--- src/rtl/dbglink_pkg.sv ---
package dbglink_pkg;

    typedef enum logic [1:0] {
        OP_WRITE = 2'd0,
        OP_READ  = 2'd1,
        OP_ENTER = 2'd2,
        OP_EXIT  = 2'd3
    } link_op_t;

    typedef enum logic [3:0] {
        ST_IDLE,
        ST_ENT_LOW,
        ST_ENT_CLKH,
        ST_ENT_CLKL,
        ST_ENT_REL,
        ST_EXT_LOW,
        ST_EXT_REL,
        ST_TX_SET,
        ST_TX_HIGH,
        ST_RX_SET,
        ST_RX_HIGH,
        ST_FINISH
    } link_state_t;

endpackage

--- src/rtl/dbglink_tick.sv ---
// Half-period timer: restarts on every tick, so each state lasts HALF cycles.
module dbglink_tick #(
    parameter int HALF = 2
) (
    input  logic clk,
    input  logic rst_n,
    input  logic run,
    output logic tick
);
    localparam int CW = (HALF > 1) ? $clog2(HALF) : 1;

    logic [CW-1:0] cnt;

    always_ff @(posedge clk or negedge rst_n) begin
        if (!rst_n) begin
            cnt <= '0;
        end else if (!run || cnt == CW'(HALF - 1)) begin
            cnt <= '0;
        end else begin
            cnt <= cnt + CW'(1);
        end
    end

    assign tick = run && (cnt == CW'(HALF - 1));

endmodule

--- src/rtl/dbglink_shift.sv ---
// Byte shifter: reorders command bytes so byte 0 leaves first, MSB first,
// and assembles the reply byte MSB first.
module dbglink_shift #(
    parameter int NBYTES = 4,
    localparam int W = 8 * NBYTES
) (
    input  logic         clk,
    input  logic         rst_n,
    input  logic         load,
    input  logic [W-1:0] load_data,
    input  logic         tx_adv,
    output logic         tx_bit,
    input  logic         rx_clr,
    input  logic         rx_cap,
    input  logic         rx_in,
    output logic [7:0]   rx_byte
);
    logic [W-1:0] ordered;
    logic [W-1:0] tx_sr;
    logic [7:0]   rx_sr;

    for (genvar g = 0; g < NBYTES; g++) begin : g_order
        assign ordered[W-1-8*g -: 8] = load_data[8*g +: 8];
    end

    always_ff @(posedge clk or negedge rst_n) begin
        if (!rst_n) begin
            tx_sr <= '0;
        end else if (load) begin
            tx_sr <= ordered;
        end else if (tx_adv) begin
            tx_sr <= {tx_sr[W-2:0], 1'b0};
        end
    end

    always_ff @(posedge clk or negedge rst_n) begin
        if (!rst_n) begin
            rx_sr <= '0;
        end else if (rx_clr) begin
            rx_sr <= '0;
        end else if (rx_cap) begin
            rx_sr <= {rx_sr[6:0], rx_in};
        end
    end

    assign tx_bit  = tx_sr[W-1];
    assign rx_byte = rx_sr;

endmodule

--- src/rtl/dbglink_master.sv ---
module dbglink_master
    import dbglink_pkg::*;
#(
    parameter int HALF_CYC     = 2,
    parameter int MAX_BYTES    = 4,
    parameter int ENTRY_PULSES = 2,
    localparam int BCW = (MAX_BYTES > 1) ? $clog2(MAX_BYTES) : 1
) (
    input  logic                   clk,
    input  logic                   rst_n,
    input  logic                   cmd_start,
    input  logic [1:0]             cmd_op,
    input  logic [BCW-1:0]         cmd_nbytes_m1,
    input  logic [8*MAX_BYTES-1:0] cmd_bytes,
    output logic                   cmd_ready,
    output logic                   done,
    output logic [7:0]             rx_byte,
    output logic                   link_clk,
    output logic                   link_rst_n,
    output logic                   dio_out,
    output logic                   dio_oe,
    input  logic                   dio_in
);
    localparam int PCW = $clog2(ENTRY_PULSES + 1);

    link_state_t    state, nstate;
    link_op_t       op_q;
    logic [BCW-1:0] nb_q;
    logic [BCW-1:0] byte_cnt;
    logic [2:0]     bit_cnt;
    logic [PCW-1:0] pls_cnt;
    logic           tick;
    logic           accept;
    logic           timer_run;
    logic           tx_bit;

    assign accept    = (state == ST_IDLE) && cmd_start;
    assign timer_run = (state != ST_IDLE) && (state != ST_FINISH);

    dbglink_tick #(.HALF(HALF_CYC)) u_tick (
        .clk  (clk),
        .rst_n(rst_n),
        .run  (timer_run),
        .tick (tick)
    );

    dbglink_shift #(.NBYTES(MAX_BYTES)) u_shift (
        .clk      (clk),
        .rst_n    (rst_n),
        .load     (accept),
        .load_data(cmd_bytes),
        .tx_adv   (tick && state == ST_TX_HIGH),
        .tx_bit   (tx_bit),
        .rx_clr   (accept),
        .rx_cap   (tick && state == ST_RX_HIGH),
        .rx_in    (dio_in),
        .rx_byte  (rx_byte)
    );

    // State register
    always_ff @(posedge clk or negedge rst_n) begin
        if (!rst_n) begin
            state <= ST_IDLE;
        end else begin
            state <= nstate;
        end
    end

    // Next-state logic
    always_comb begin
        nstate = state;
        unique case (state)
            ST_IDLE: begin
                if (cmd_start) begin
                    unique case (link_op_t'(cmd_op))
                        OP_ENTER: nstate = ST_ENT_LOW;
                        OP_EXIT:  nstate = ST_EXT_LOW;
                        OP_WRITE,
                        OP_READ:  nstate = ST_TX_SET;
                        default:  nstate = ST_IDLE;
                    endcase
                end
            end
            ST_ENT_LOW:  if (tick) nstate = ST_ENT_CLKH;
            ST_ENT_CLKH: if (tick) nstate = ST_ENT_CLKL;
            ST_ENT_CLKL: begin
                if (tick) begin
                    nstate = (pls_cnt == PCW'(ENTRY_PULSES)) ? ST_ENT_REL : ST_ENT_CLKH;
                end
            end
            ST_ENT_REL:  if (tick) nstate = ST_FINISH;
            ST_EXT_LOW:  if (tick) nstate = ST_EXT_REL;
            ST_EXT_REL:  if (tick) nstate = ST_FINISH;
            ST_TX_SET:   if (tick) nstate = ST_TX_HIGH;
            ST_TX_HIGH: begin
                if (tick) begin
                    if (bit_cnt != 3'd7 || byte_cnt != nb_q) begin
                        nstate = ST_TX_SET;
                    end else if (op_q == OP_READ) begin
                        nstate = ST_RX_SET;
                    end else begin
                        nstate = ST_FINISH;
                    end
                end
            end
            ST_RX_SET:   if (tick) nstate = ST_RX_HIGH;
            ST_RX_HIGH: begin
                if (tick) begin
                    nstate = (bit_cnt == 3'd7) ? ST_FINISH : ST_RX_SET;
                end
            end
            ST_FINISH:   nstate = ST_IDLE;
            default:     nstate = ST_IDLE;
        endcase
    end

    // Operation, bit, byte and pulse counters
    always_ff @(posedge clk or negedge rst_n) begin
        if (!rst_n) begin
            op_q     <= OP_WRITE;
            nb_q     <= '0;
            byte_cnt <= '0;
            bit_cnt  <= '0;
            pls_cnt  <= '0;
        end else if (accept) begin
            op_q     <= link_op_t'(cmd_op);
            nb_q     <= cmd_nbytes_m1;
            byte_cnt <= '0;
            bit_cnt  <= '0;
            pls_cnt  <= '0;
        end else if (tick) begin
            if (state == ST_ENT_CLKH) begin
                pls_cnt <= pls_cnt + PCW'(1);
            end
            if (state == ST_TX_HIGH) begin
                bit_cnt <= bit_cnt + 3'd1;
                if (bit_cnt == 3'd7) begin
                    byte_cnt <= byte_cnt + BCW'(1);
                end
            end
            if (state == ST_RX_HIGH) begin
                bit_cnt <= bit_cnt + 3'd1;
            end
        end
    end

    // Output decode
    always_comb begin
        link_clk   = 1'b0;
        link_rst_n = 1'b1;
        dio_oe     = 1'b0;
        cmd_ready  = 1'b0;
        done       = 1'b0;
        unique case (state)
            ST_IDLE:     cmd_ready = 1'b1;
            ST_ENT_LOW,
            ST_ENT_CLKL: link_rst_n = 1'b0;
            ST_ENT_CLKH: begin
                link_rst_n = 1'b0;
                link_clk   = 1'b1;
            end
            ST_EXT_LOW:  link_rst_n = 1'b0;
            ST_ENT_REL,
            ST_EXT_REL,
            ST_RX_SET:   ;
            ST_TX_SET:   dio_oe = 1'b1;
            ST_TX_HIGH: begin
                dio_oe   = 1'b1;
                link_clk = 1'b1;
            end
            ST_RX_HIGH:  link_clk = 1'b1;
            ST_FINISH:   done = 1'b1;
            default:     ;
        endcase
    end

    assign dio_out = dio_oe & tx_bit;

    // Assertions
    assert_idle_quiet_R1: assert property (@(posedge clk) disable iff (!rst_n)
        cmd_ready |-> (!link_clk && !dio_oe && link_rst_n && !done));

    assert_exit_no_clock_R3: assert property (@(posedge clk) disable iff (!rst_n)
        (op_q == OP_EXIT && !cmd_ready) |-> !link_clk);

    assert_bit_hold_R5: assert property (@(posedge clk) disable iff (!rst_n)
        (link_clk && $past(link_clk) && dio_oe) |-> $stable(dio_out));

    assert_release_low_R7: assert property (@(posedge clk) disable iff (!rst_n)
        $fell(dio_oe) |-> !link_clk);

    assert_state_on_tick_R8: assert property (@(posedge clk) disable iff (!rst_n)
        (state != $past(state)) |->
            ($past(tick) || $past(state) == ST_IDLE || $past(state) == ST_FINISH));

    assert_done_single_R9: assert property (@(posedge clk) disable iff (!rst_n)
        done |=> (!done && cmd_ready));

endmodule

--- config.mk ---
export PLATFORM = sky130hd
export DESIGN_NAME = dbglink_master
export DESIGN_NICKNAME = d
export VERILOG_FILES = /design/src/rtl/dbglink_pkg.sv /design/src/rtl/dbglink_tick.sv /design/src/rtl/dbglink_shift.sv /design/src/rtl/dbglink_master.sv
export SDC_FILE = /design/constraint.sdc
export NUM_CORES = 1
export LEC_CHECK = 0
export BUFFER_PORTS_ARGS = -buffer_cell sky130_fd_sc_hd__buf_2
export CORE_MARGIN = 4
export CORE_UTILIZATION = 55
export DETAILED_ROUTE_END_ITERATION = 10
export MAX_ROUTING_LAYER = met4
export PLACE_DENSITY = 0.79
export SYNTH_ARGS = -nofsm -noshare
export SYNTH_HDL_FRONTEND = slang
export SYNTH_SLANG_ARGS = --single-unit
--- constraint.sdc ---
create_clock -name clk -period 2.1 [get_ports clk]
set_input_delay 0.315 -clock clk [delete_from_list [all_inputs] [get_ports clk]]
set_output_delay 0.315 -clock clk [all_outputs]
set_load 0.01 [all_outputs]
==> metrics.md, run 1 <==
| Metric | Value |
|---|---|
| Outcome | complete, no violations |
| CP Data Required Time | 1.78 ns |
| TritonRoute pass-1 iters | 4 |
| 1st-iter DRT viols | 206 |
| Fin. max-slew vios | 0 |
| Vias per cell | 5.48 |
| Global route overflow | 0 |
| Fmax | 499 MHz |
| Clock slew at reported path FFs | 0.10 ns |
| Die area | 6340 um^2 |
| Endpoints failing setup | 0 |
| Pin count of the biggest net entering global routing | 65 |
| Total Nets Final | 429 |
| Starting Density | 58.2% |
| Pre-CTS WS | 0.238 ns |
| Register bit total from synthesis | 56 |
| Max transition margin | 73.4% |
| Final worst slack | 0.0943 ns |
| Worst setup path class | flip-flop to output port |
| Port Buffers | 53 |
| Clk_skew | 0.00760 ns |
| Horiz. Die Dim | 79.6 um |
| Initial antenna violation count | 0 |
| Final instance area | 3340 um^2 |
| PwrDens | 1360 nW/um^2 |
| Slew at the pin closest to its max-slew limit | 0.395 ns |
| Worst min-delay path class | input port to flip-flop |
| Rows | 25 |
| Number of global-route vias before repair | 2294 |
| CP Data Arrival Time | 1.69 ns |
| Core area | 4850 um^2 |
| DP HPWL | 4080 um |
| Post-Syn Area | 2820 um^2 |
| Synth warnings | 0 |
| DRT antenna net count | 0 |
| Wire per inst | 13.6 um |
| First-pass GRT wire length | 10200 um |
| Ant diodes | 0 |
| Num CTS Buffers | 5 |
| Final period utilization | 95.5% |
| TritonCTS clock tree | done |
| Worst skew pair latency | 0.31 ns |
| Setup tns final | 0 ns |
| Routability cong. | 0.901 |
| Layout cells sized above 1 | 22.5% |
| Max-cap violations | 0 |
| Area growth, synth to finish | 18.2% |
| I/O Pins | 54 |
| Setup crit end kind | output port |
| Unique cell type count in the Yosys netlist | 39 |
| Clock root buffer | clkbuf_8 |
| Peak supply drop | 0.646 mV |
| Seq/Total Area, Yosys | 49.6% |
| Area after DPL | 3180 um^2 |
| Max FO, Critical Path | 7 |
| Final hold violations | 0 |
| Total track usage | 20.6% |
| DIE HEIGHT | 79.6 um |
| Pleak | 1.58 nW |
| CP startpoint kind | flip-flop |
| Net Count, Synth | 377 |
| Min Tclk post-route | 2.01 ns |
| Vias | 2488 |
| Synth Instances | 334 |
| Post-Route WL | 6170 um |
| Clock Path Buffers | 2 |
| CTS sink cnt | 56 |
| Syn avg cell area | 8.45 um^2 |
| CTS H-tree lvls | 2 |
| Post-route DRC | 0 |
| Overall power | 4.53 mW |
worst paths after layout:
check,from,cells past startpoint,end,slack [ns]
worst min register to register,op_q[1]$_DFFE_PN0P_,2,op_q[1]$_DFFE_PN0P_,0.48
min in group asynchronous,rst_n,3,u_shift.rx_byte[1]$_DFFE_PN0P_,0.52
worst max register to register,state[1]$_DFFE_PN0P_,6,u_shift.tx_sr[9]$_DFFE_PN0P_,0.24
max in group asynchronous,rst_n,3,state[3]$_DFFE_PN0P_,1.32
worst min-delay path,cmd_nbytes_m1[1],3,nb_q[1]$_DFFE_PN0P_,0.20
worst max-delay path,state[1]$_DFFE_PN0P_,5,dio_out,0.09
cell families after synthesis:
logic type | count (synthesis) | synth area share, %
simple gates | 162 | 24.0
xor+xnor | 5 | 1.55
mux | 2 | 0.709
fa+ha+maj | 3 | 1.33
buf+inv | 31 | 4.92
compound gates | 75 | 17.9
flops | 56 | 49.6
what timing repair did:
item / CTS / global route
resized for setup: 2 / 3
setup endpoints to repair: 2 / 1
buffers inserted: 0 / 6
endpoints found under the hold margin: 33 / 0
pin swaps: 0 / 0
hold buffers: 1 / 0
critical path, cell delays in order, from the launching register on:
cell,delay [ns]
dfrtp_2,0.46
nor4b_2,0.32
buf_4,0.17
o21bai_1,0.12
and2_1,0.17
buf_2,0.13
Yosys cell counts:
cell type | number | share of area [%]
nand2_1 | 94 | 13
dfrtp_1 | 56 | 50
nor2_1 | 42 | 5.6
a31oi_1 | 34 | 7.5
a21oi_1 | 13 | 2.3
clkbuf_1 | 11 | 1.5
buf_2 | 9 | 1.6
o21ai_0 | 7 | 1.2
inv_1 | 6 | 0.80
nand2b_1 | 5 | 1.1
a22o_1 | 4 | 1.2
and2_1 | 4 | 0.89
nand3_1 | 4 | 0.71
o22ai_1 | 4 | 0.89
xnor2_1 | 4 | 1.2
a22oi_1 | 3 | 0.80
buf_4 | 3 | 0.80
ha_1 | 3 | 1.3
nor3_1 | 3 | 0.53
a211o_1 | 2 | 0.62
buf_1 | 2 | 0.27
mux2i_1 | 2 | 0.71
nor2b_1 | 2 | 0.44
or2_2 | 2 | 0.44
a2111oi_4 | 1 | 0.98
a311oi_1 | 1 | 0.31
and3_1 | 1 | 0.22
nand4_1 | 1 | 0.22
nor4_2 | 1 | 0.44
nor4b_1 | 1 | 0.31
nor4bb_1 | 1 | 0.35
o21a_1 | 1 | 0.27
o21ba_2 | 1 | 0.35
o21bai_1 | 1 | 0.27
o221a_2 | 1 | 0.40
o2bb2ai_1 | 1 | 0.31
o32a_1 | 1 | 0.35
or3_1 | 1 | 0.22
xor2_1 | 1 | 0.31
layout by cell type, fill, tap and decap left out, types with 4 or more instances in the layout:
master and count:
nand2_1 94, buf_2 53, a22o_1 4, nor2_1 42
o21ai_0 7, a21oi_1 13, inv_1 6, clkbuf_8 5
buf_4 12, xnor2_1 4, nand3_1 4, dfrtp_1 52
a31oi_1 34, o22ai_1 4, nand2b_1 5, buf_12 4
and2_1 4, dfrtp_2 4
routing by layer:
metal	vias up	part of all wire, %	track usage, %
met5	-	0	-
met2	73	49	33.4
met4	0	1.2	6.87
met3	8	6.5	4.18
met1	1170	44	25.9
li1	1237	-	-
power breakdown:
| group | internal, mW | leakage (nW) | switching, mW |
|---|---|---|---|
| logic | 0.916 | 0.877 | 1.15 |
| clock network | 0.238 | 0.0414 | 0.357 |
| registers | 1.54 | 0.658 | 0.329 |
per-stage QoR:
stage | std cells | util (%) | hold WS (ns)
after detailed placement | 439 | 65.6 | 0.332
after CTS | 448 | 67.8 | 0.195
after global routing | 454 | 68.8 | 0.197
final | 454 | 68.8 | 0.200
after floorplan | 334 | - | 0.0194
after global placement | 439 | 65.6 | 0.338
final cells by class:
type,count,area (um^2)
inverters,6,22.5
multi-input cells,247,1290
well taps,67,83.8
fillers,388,1510
flip-flops and latches,56,1410
repair buffers,70,445
clock inverters,2,16.3
clock buffers,6,72.6
flip-flops by register name (all words and copies together), names as in the netlist:
register         flops
u_shift.tx_sr       32
u_shift.rx_byte      8
state                4
bit_cnt              3
byte_cnt             2
nb_q                 2
op_q                 2
pls_cnt              2
u_tick.cnt           1
(Power assumes the default switching activity.)
==> run 2, diff against run 1 <==
- REMOVE_ABC_BUFFERS: not set -> 1
- SLEW_MARGIN: not set -> 20
==> run 2 against run 1 <==
Wire length decreased by 3.9%. Flip-flop and latch count unchanged. Final area decreased by 1.6%. Clock power decreased by 2%. Non-clock buffer count decreased by 4. Utilization decreased by 1.1 points. Worst setup slack improved by 0.049 ns. Sequential power about the same. Register-to-register slack improved by 0.10 ns. Sequential share of layout area increased by 0.52 points. Clock skew decreased by 0.00064 ns.
==> metrics.md, run 2 (synthesized netlist as in run 1, its figures left out) <==
| Metric | Value |
|---|---|
| Outcome | complete, no violations |
| Worst min-delay path class | input port to async pin |
| Slew at the pin closest to its max-slew limit | 0.659 ns |
| Fmax | 511 MHz |
| Setup crit end kind | output port |
| Global route overflow | 0 |
| Worst setup path class | flip-flop to output port |
| Peak supply drop | 0.705 mV |
| Routability cong. | 0.863 |
| DRT antenna net count | 0 |
| Filler cells | 411 |
| CP startpoint kind | flip-flop |
| Final hold violations | 0 |
| CP Data Required Time | 1.78 ns |
| Max FO, Critical Path | 10 |
| Endpoints failing setup | 0 |
| Total Nets Final | 425 |
| TritonCTS clock tree | done |
| Vias | 2467 |
| Layout cells sized above 1 | 20.9% |
| # placed instances | 442 |
| First-pass GRT wire length | 10400 um |
| RSZ-0062 raised after global routing | false |
| Number of global-route vias before repair | 2338 |
| DP HPWL | 4120 um |
| Clock Path Buffers | 2 |
| Most common cell after layout, fill and taps aside | nand2_1 |
| Min Tclk post-route | 1.96 ns |
| Worst skew pair latency | 0.31 ns |
| Starting Density | 58.2% |
| Fin. max-slew vios | 0 |
| Port Buffers | 53 |
| Wire per inst | 13.2 um |
| Area growth, synth to finish | 16.3% |
| Horiz. Die Dim | 79.6 um |
| Pleak | 1.56 nW |
| Final period utilization | 93.2% |
| Hold-fix buffers, CTS | 0 |
| Max transition margin | 56.1% |
| Post-route insts no fill | 450 |
| Die area | 6340 um^2 |
| Clock slew at reported path FFs | 0.10 ns |
| Most frequent cells in the layout | nand2_1 (94), dfrtp_1 (56), buf_2 (53) |
| CTS resizes | 0 |
| DIE HEIGHT | 79.6 um |
| Flip-flop count of the largest register after layout | 32 |
| Post-route DRC | 0 |
| Vias per cell | 5.48 |
| 1st-iter DRT viols | 213 |
| # Post-CTS Setup Buffers | 0 |
| CTS sink cnt | 56 |
| CTS H-tree lvls | 2 |
| TritonRoute pass-1 iters | 4 |
| Initial antenna violation count | 0 |
| Total track usage | 21.3% |
| Clk_skew | 0.00696 ns |
| CP Data Arrival Time | 1.64 ns |
| Ant diodes | 0 |
| Most flops, register | u_shift.tx_sr |
| Hold Slack | 0.0308 ns |
| Post-Route WL | 5930 um |
| Core area | 4850 um^2 |
| PwrDens | 1340 nW/um^2 |
| Rows | 25 |
| Pin count of the biggest net entering global routing | 65 |
| I/O Pins | 54 |
| Num CTS Buffers | 5 |
| Max-cap violations | 0 |
| Clock root buffer | clkbuf_8 |
-- run 2: changes by cell type in the layout (fill, tap and decap cells not counted) --
cell / before / now
clkinv_2: 0 / 1
clkinv_4: 1 / 0
buf_4: 12 / 10
dfrtp_2: 4 / 0
dlygate4sd3_1: 1 / 0
clkinvlp_4: 1 / 0
buf_12: 4 / 3
inv_6: 0 / 1
dfrtp_1: 52 / 56
-- run 2: area by class of cell --
cell class / count / area [um^2] / share of cell area, %
Timing Repair Buffer: 66 / 400 / 12.2
Inverter: 6 / 22.5 / 0.686
Sequential cell: 56 / 1400 / 42.7
Clock inverter: 2 / 13.8 / 0.419
Clock buffer: 6 / 72.6 / 2.21
Multi-Input combinational cell: 247 / 1290 / 39.3
Tap cell: 67 / 83.8 / 2.55
-- run 2: through the flow --
step | power, mW | utilization, % | cell area (um^2) | TNS [ns] | worst slack, ns
floorplan | 3.19 | - | 2710 | -28.58 | -0.794
global placement | 3.76 | 65.8 | 3190 | 0 | 0.399
detailed placement | 3.86 | 65.8 | 3190 | 0 | 0.322
CTS | 4.45 | 67.6 | 3280 | 0 | 0.0815
global route | 4.84 | 67.7 | 3280 | 0 | 0.00361
finish | 4.42 | 67.7 | 3280 | 0 | 0.143
-- run 2: worst max-delay path: stages, from the launching register on --
cell      delay [ns]
dfrtp_1         0.47
buf_4           0.21
nand2b_1        0.21
o21bai_1        0.19
and2_1          0.14
buf_2           0.12
-- run 2: where the power goes --
| part | internal [mW] | switching (mW) | total, mW |
|---|---|---|---|
| Sequential | 1.53 | 0.316 | 1.85 |
| Combinational | 0.869 | 1.12 | 1.98 |
| Clock | 0.239 | 0.343 | 0.582 |
| Total | 2.64 | 1.77 | 4.42 |
-- run 2: worst paths after layout --
check | startpoint | slack [ns] | end | cells after the start
min reg2reg | op_q[0]$_DFFE_PN0P_ | 0.49 | op_q[0]$_DFFE_PN0P_ | 2
min in group clk | cmd_bytes[24] | 0.20 | u_shift.tx_sr[0]$_DFFE_PN0P_ | 3
max in group asynchronous | rst_n | 1.49 | byte_cnt[0]$_DFFE_PN0P_ | 2
max reg2reg | state[3]$_DFFE_PN0P_ | 0.34 | u_shift.tx_sr[12]$_DFFE_PN0P_ | 6
max | state[3]$_DFFE_PN0P_ | 0.14 | dio_out | 5
min | rst_n | 0.03 | state[0]$_DFFE_PN0P_ | 1
-- run 2: per-layer routing --
metal | wire, um | vias to the layer above | part of all wire (%) | GRT usage (%)
met2 | 2810 | 75 | 47 | 34.1
met5 | 0 | - | 0 | -
met3 | 347 | 8 | 5.9 | 4.06
met1 | 2690 | 1156 | 45 | 27.2
li1 | - | 1228 | - | -
met4 | 82 | 0 | 1.4 | 7.22
==> run 3, diff against run 2 <==
==> constraint.sdc (replaced) <==
create_clock -name clk -period 2.1 [get_ports clk]
set_input_delay 0.63 -clock clk [delete_from_list [all_inputs] [get_ports clk]]
set_output_delay 0.63 -clock clk [all_outputs]
set_load 0.01 [all_outputs]
==> run 3 against run 2 <==
The run now ends with negative setup slack left. Utilization rose by 3.5 points. Flip-flop and latch count unchanged. Worst setup slack lost 0.16 ns. First-iteration DRC count down 22%. Sequential power about the same. Critical path type unchanged. Largest cell class unchanged.
==> metrics.md, run 3 (synthesized netlist as in run 1, its figures left out) <==
| Metric | Value |
|---|---|
| Outcome | complete, but fails checks |
| Failing checks | negative setup slack |
| Max FO, Critical Path | 2 |
| Vias | 2516 |
| Most flops, register | u_shift.tx_sr |
| 1st-iter DRT viols | 167 |
| Fin util | 71.2% |
| Critical path's slowest cell | dfrtp_1 |
| Pre-CTS WS | 0.175 ns |
| Slew at the pin closest to its max-slew limit | 0.457 ns |
| Clock root buffer | clkbuf_8 |
| Wire per inst | 14.1 um |
| Die area | 6340 um^2 |
| Clk_skew | 0.00303 ns |
| Initial antenna violation count | 0 |
| Pin count of the biggest net entering global routing | 65 |
| Number of global-route vias before repair | 2381 |
| Fin. max-slew vios | 0 |
| CP Data Required Time | 1.47 ns |
| Routability cong. | 0.946 |
| Slowest stage delay, CP | 0.44 ns |
| Clock Path Buffers | 2 |
| M1 WL | 2910 um |
| Clock slew at reported path FFs | 0.09 ns |
| RSZ-0062 raised after global routing | true |
| Filler cells | 386 |
| Port Buffers | 53 |
| Most frequent cells in the layout | nand2_1 (94), dfrtp_1 (53), buf_2 (53) |
| First-pass GRT wire length | 11000 um |
| Ant diodes | 0 |
| DP HPWL | 4030 um |
| Area growth, synth to finish | 22.3% |
| TritonCTS clock tree | done |
| Max-cap violations | 0 |
| Fmax | 472 MHz |
| Hold Slack | 0.266 ns |
| Total Nets Final | 433 |
| Final worst slack | -0.0192 ns |
| Total track usage | 22.4% |
| # placed instances | 442 |
| PwrDens | 1400 nW/um^2 |
| Max transition margin | 69.6% |
| Post-route DRC | 0 |
| DR WL met3 | 396 um |
| Core area | 4850 um^2 |
| CP Data Arrival Time | 1.49 ns |
| Met2 wire length | 3040 um |
| Setup tns final | -0.0192 ns |
| CTS H-tree lvls | 2 |
| Final hold violations | 0 |
| CTS sink cnt | 56 |
| Setup crit end kind | output port |
| Post-route insts no fill | 456 |
| Rows | 25 |
| Hold-fix buffers, CTS | 0 |
| Worst min-delay path class | input port to async pin |
| Worst skew pair latency | 0.30 ns |
| Flip-flop count of the largest register after layout | 32 |
| Final period utilization | 101% |
| Crit-path cells | nor4b_4, o21bai_1, and2_1, buf_2 |
| Min Tclk post-route | 2.12 ns |
| CP startpoint kind | flip-flop |
| DRT antenna net count | 0 |
| I/O Pins | 54 |
| Vias per cell | 5.52 |
| TritonRoute pass-1 iters | 5 |
| Pleak | 1.64 nW |
| Num CTS Buffers | 5 |
| Global route overflow | 0 |
| Starting Density | 58.2% |
| Post-Route WL | 6420 um |
| DIE HEIGHT | 79.6 um |
| Worst setup path class | flip-flop to output port |
| Endpoints failing setup | 1 |
| Horiz. Die Dim | 79.6 um |
| Top sig layer | met4 |
| Most common cell after layout, fill and taps aside | nand2_1 |
| Peak supply drop | 0.600 mV |
| Layout cells sized above 1 | 23.1% |
-- run 3: cell count changes in the layout (fill, tap and decap cells not counted), sizes merged --
cell    previous run  this run
buf               66        72
bufbuf             0         2
bufinv             0         1
clkbuf             6         5
clkinv             1         0
inv                7         6
-- run 3: path summary, 6_finish.rpt --
check                                      from                            end  slack (ns)  depth (start not counted)
hold reg to reg             op_q[0]$_DFFE_PN0P_            op_q[0]$_DFFE_PN0P_        0.48                          2
max in group asynchronous                 rst_n  u_shift.tx_sr[24]$_DFFE_PN0P_        1.23                          2
hold / removal                            rst_n            op_q[0]$_DFFE_PN0P_        0.27                          1
min in group clk            op_q[0]$_DFFE_PN0P_            op_q[0]$_DFFE_PN0P_        0.48                          2
setup reg to reg           state[2]$_DFFE_PN0P_   u_shift.tx_sr[2]$_DFFE_PN0P_        0.26                          7
setup / recovery           state[2]$_DFFE_PN0P_                        dio_out       -0.02                          4
-- run 3: power breakdown --
group	switching, mW	internal, mW	total [mW]
registers	0.334	1.54	1.87
clock network	0.318	0.343	0.661
logic	1.20	1.10	2.30
-- run 3: per-stage QoR --
| stage | area, um^2 | power (mW) |
|---|---|---|
| floorplan | 2710 | 3.19 |
| global placement | 3180 | 3.76 |
| detailed placement | 3180 | 3.82 |
| CTS | 3410 | 4.77 |
| global route | 3450 | 5.25 |
| finish | 3450 | 4.83 |
-- run 3: layout make-up --
cell class | instances | area, um^2 | area share, %
Clock buffer | 5 | 68.8 | 1.99
Clock inverter | 1 | 30.0 | 0.870
Inverter | 6 | 22.5 | 0.652
Multi-Input combinational cell | 247 | 1310 | 37.8
Sequential cell | 56 | 1410 | 40.7
Tap cell | 67 | 83.8 | 2.43
Timing Repair Buffer | 74 | 536 | 15.5
-- run 3: what timing repair did --
item | CTS | global route
pin swaps | 1 | 1
endpoints found under the setup margin | 3 | 2
buffers inserted | 1 | 5
gates cloned | 2 | 0
resized for setup | 14 | 1
-- run 3: critical path: cells and delay by family, from the launching register on --
kind,cells,cell delay [ns]
AND/OR/NAND/NOR,2,0.46
flip-flops,1,0.44
AO/OA/AOI/OAI,1,0.17
buffers and inverters,1,0.12
-- run 3: per-layer routing --
| layer | vias to the layer above | track usage [%] |
|---|---|---|
| li1 | 1247 | - |
| met1 | 1188 | 29.4 |
| met2 | 72 | 35.6 |
| met3 | 9 | 4.97 |
| met4 | 0 | 5.15 |
| met5 | - | - |
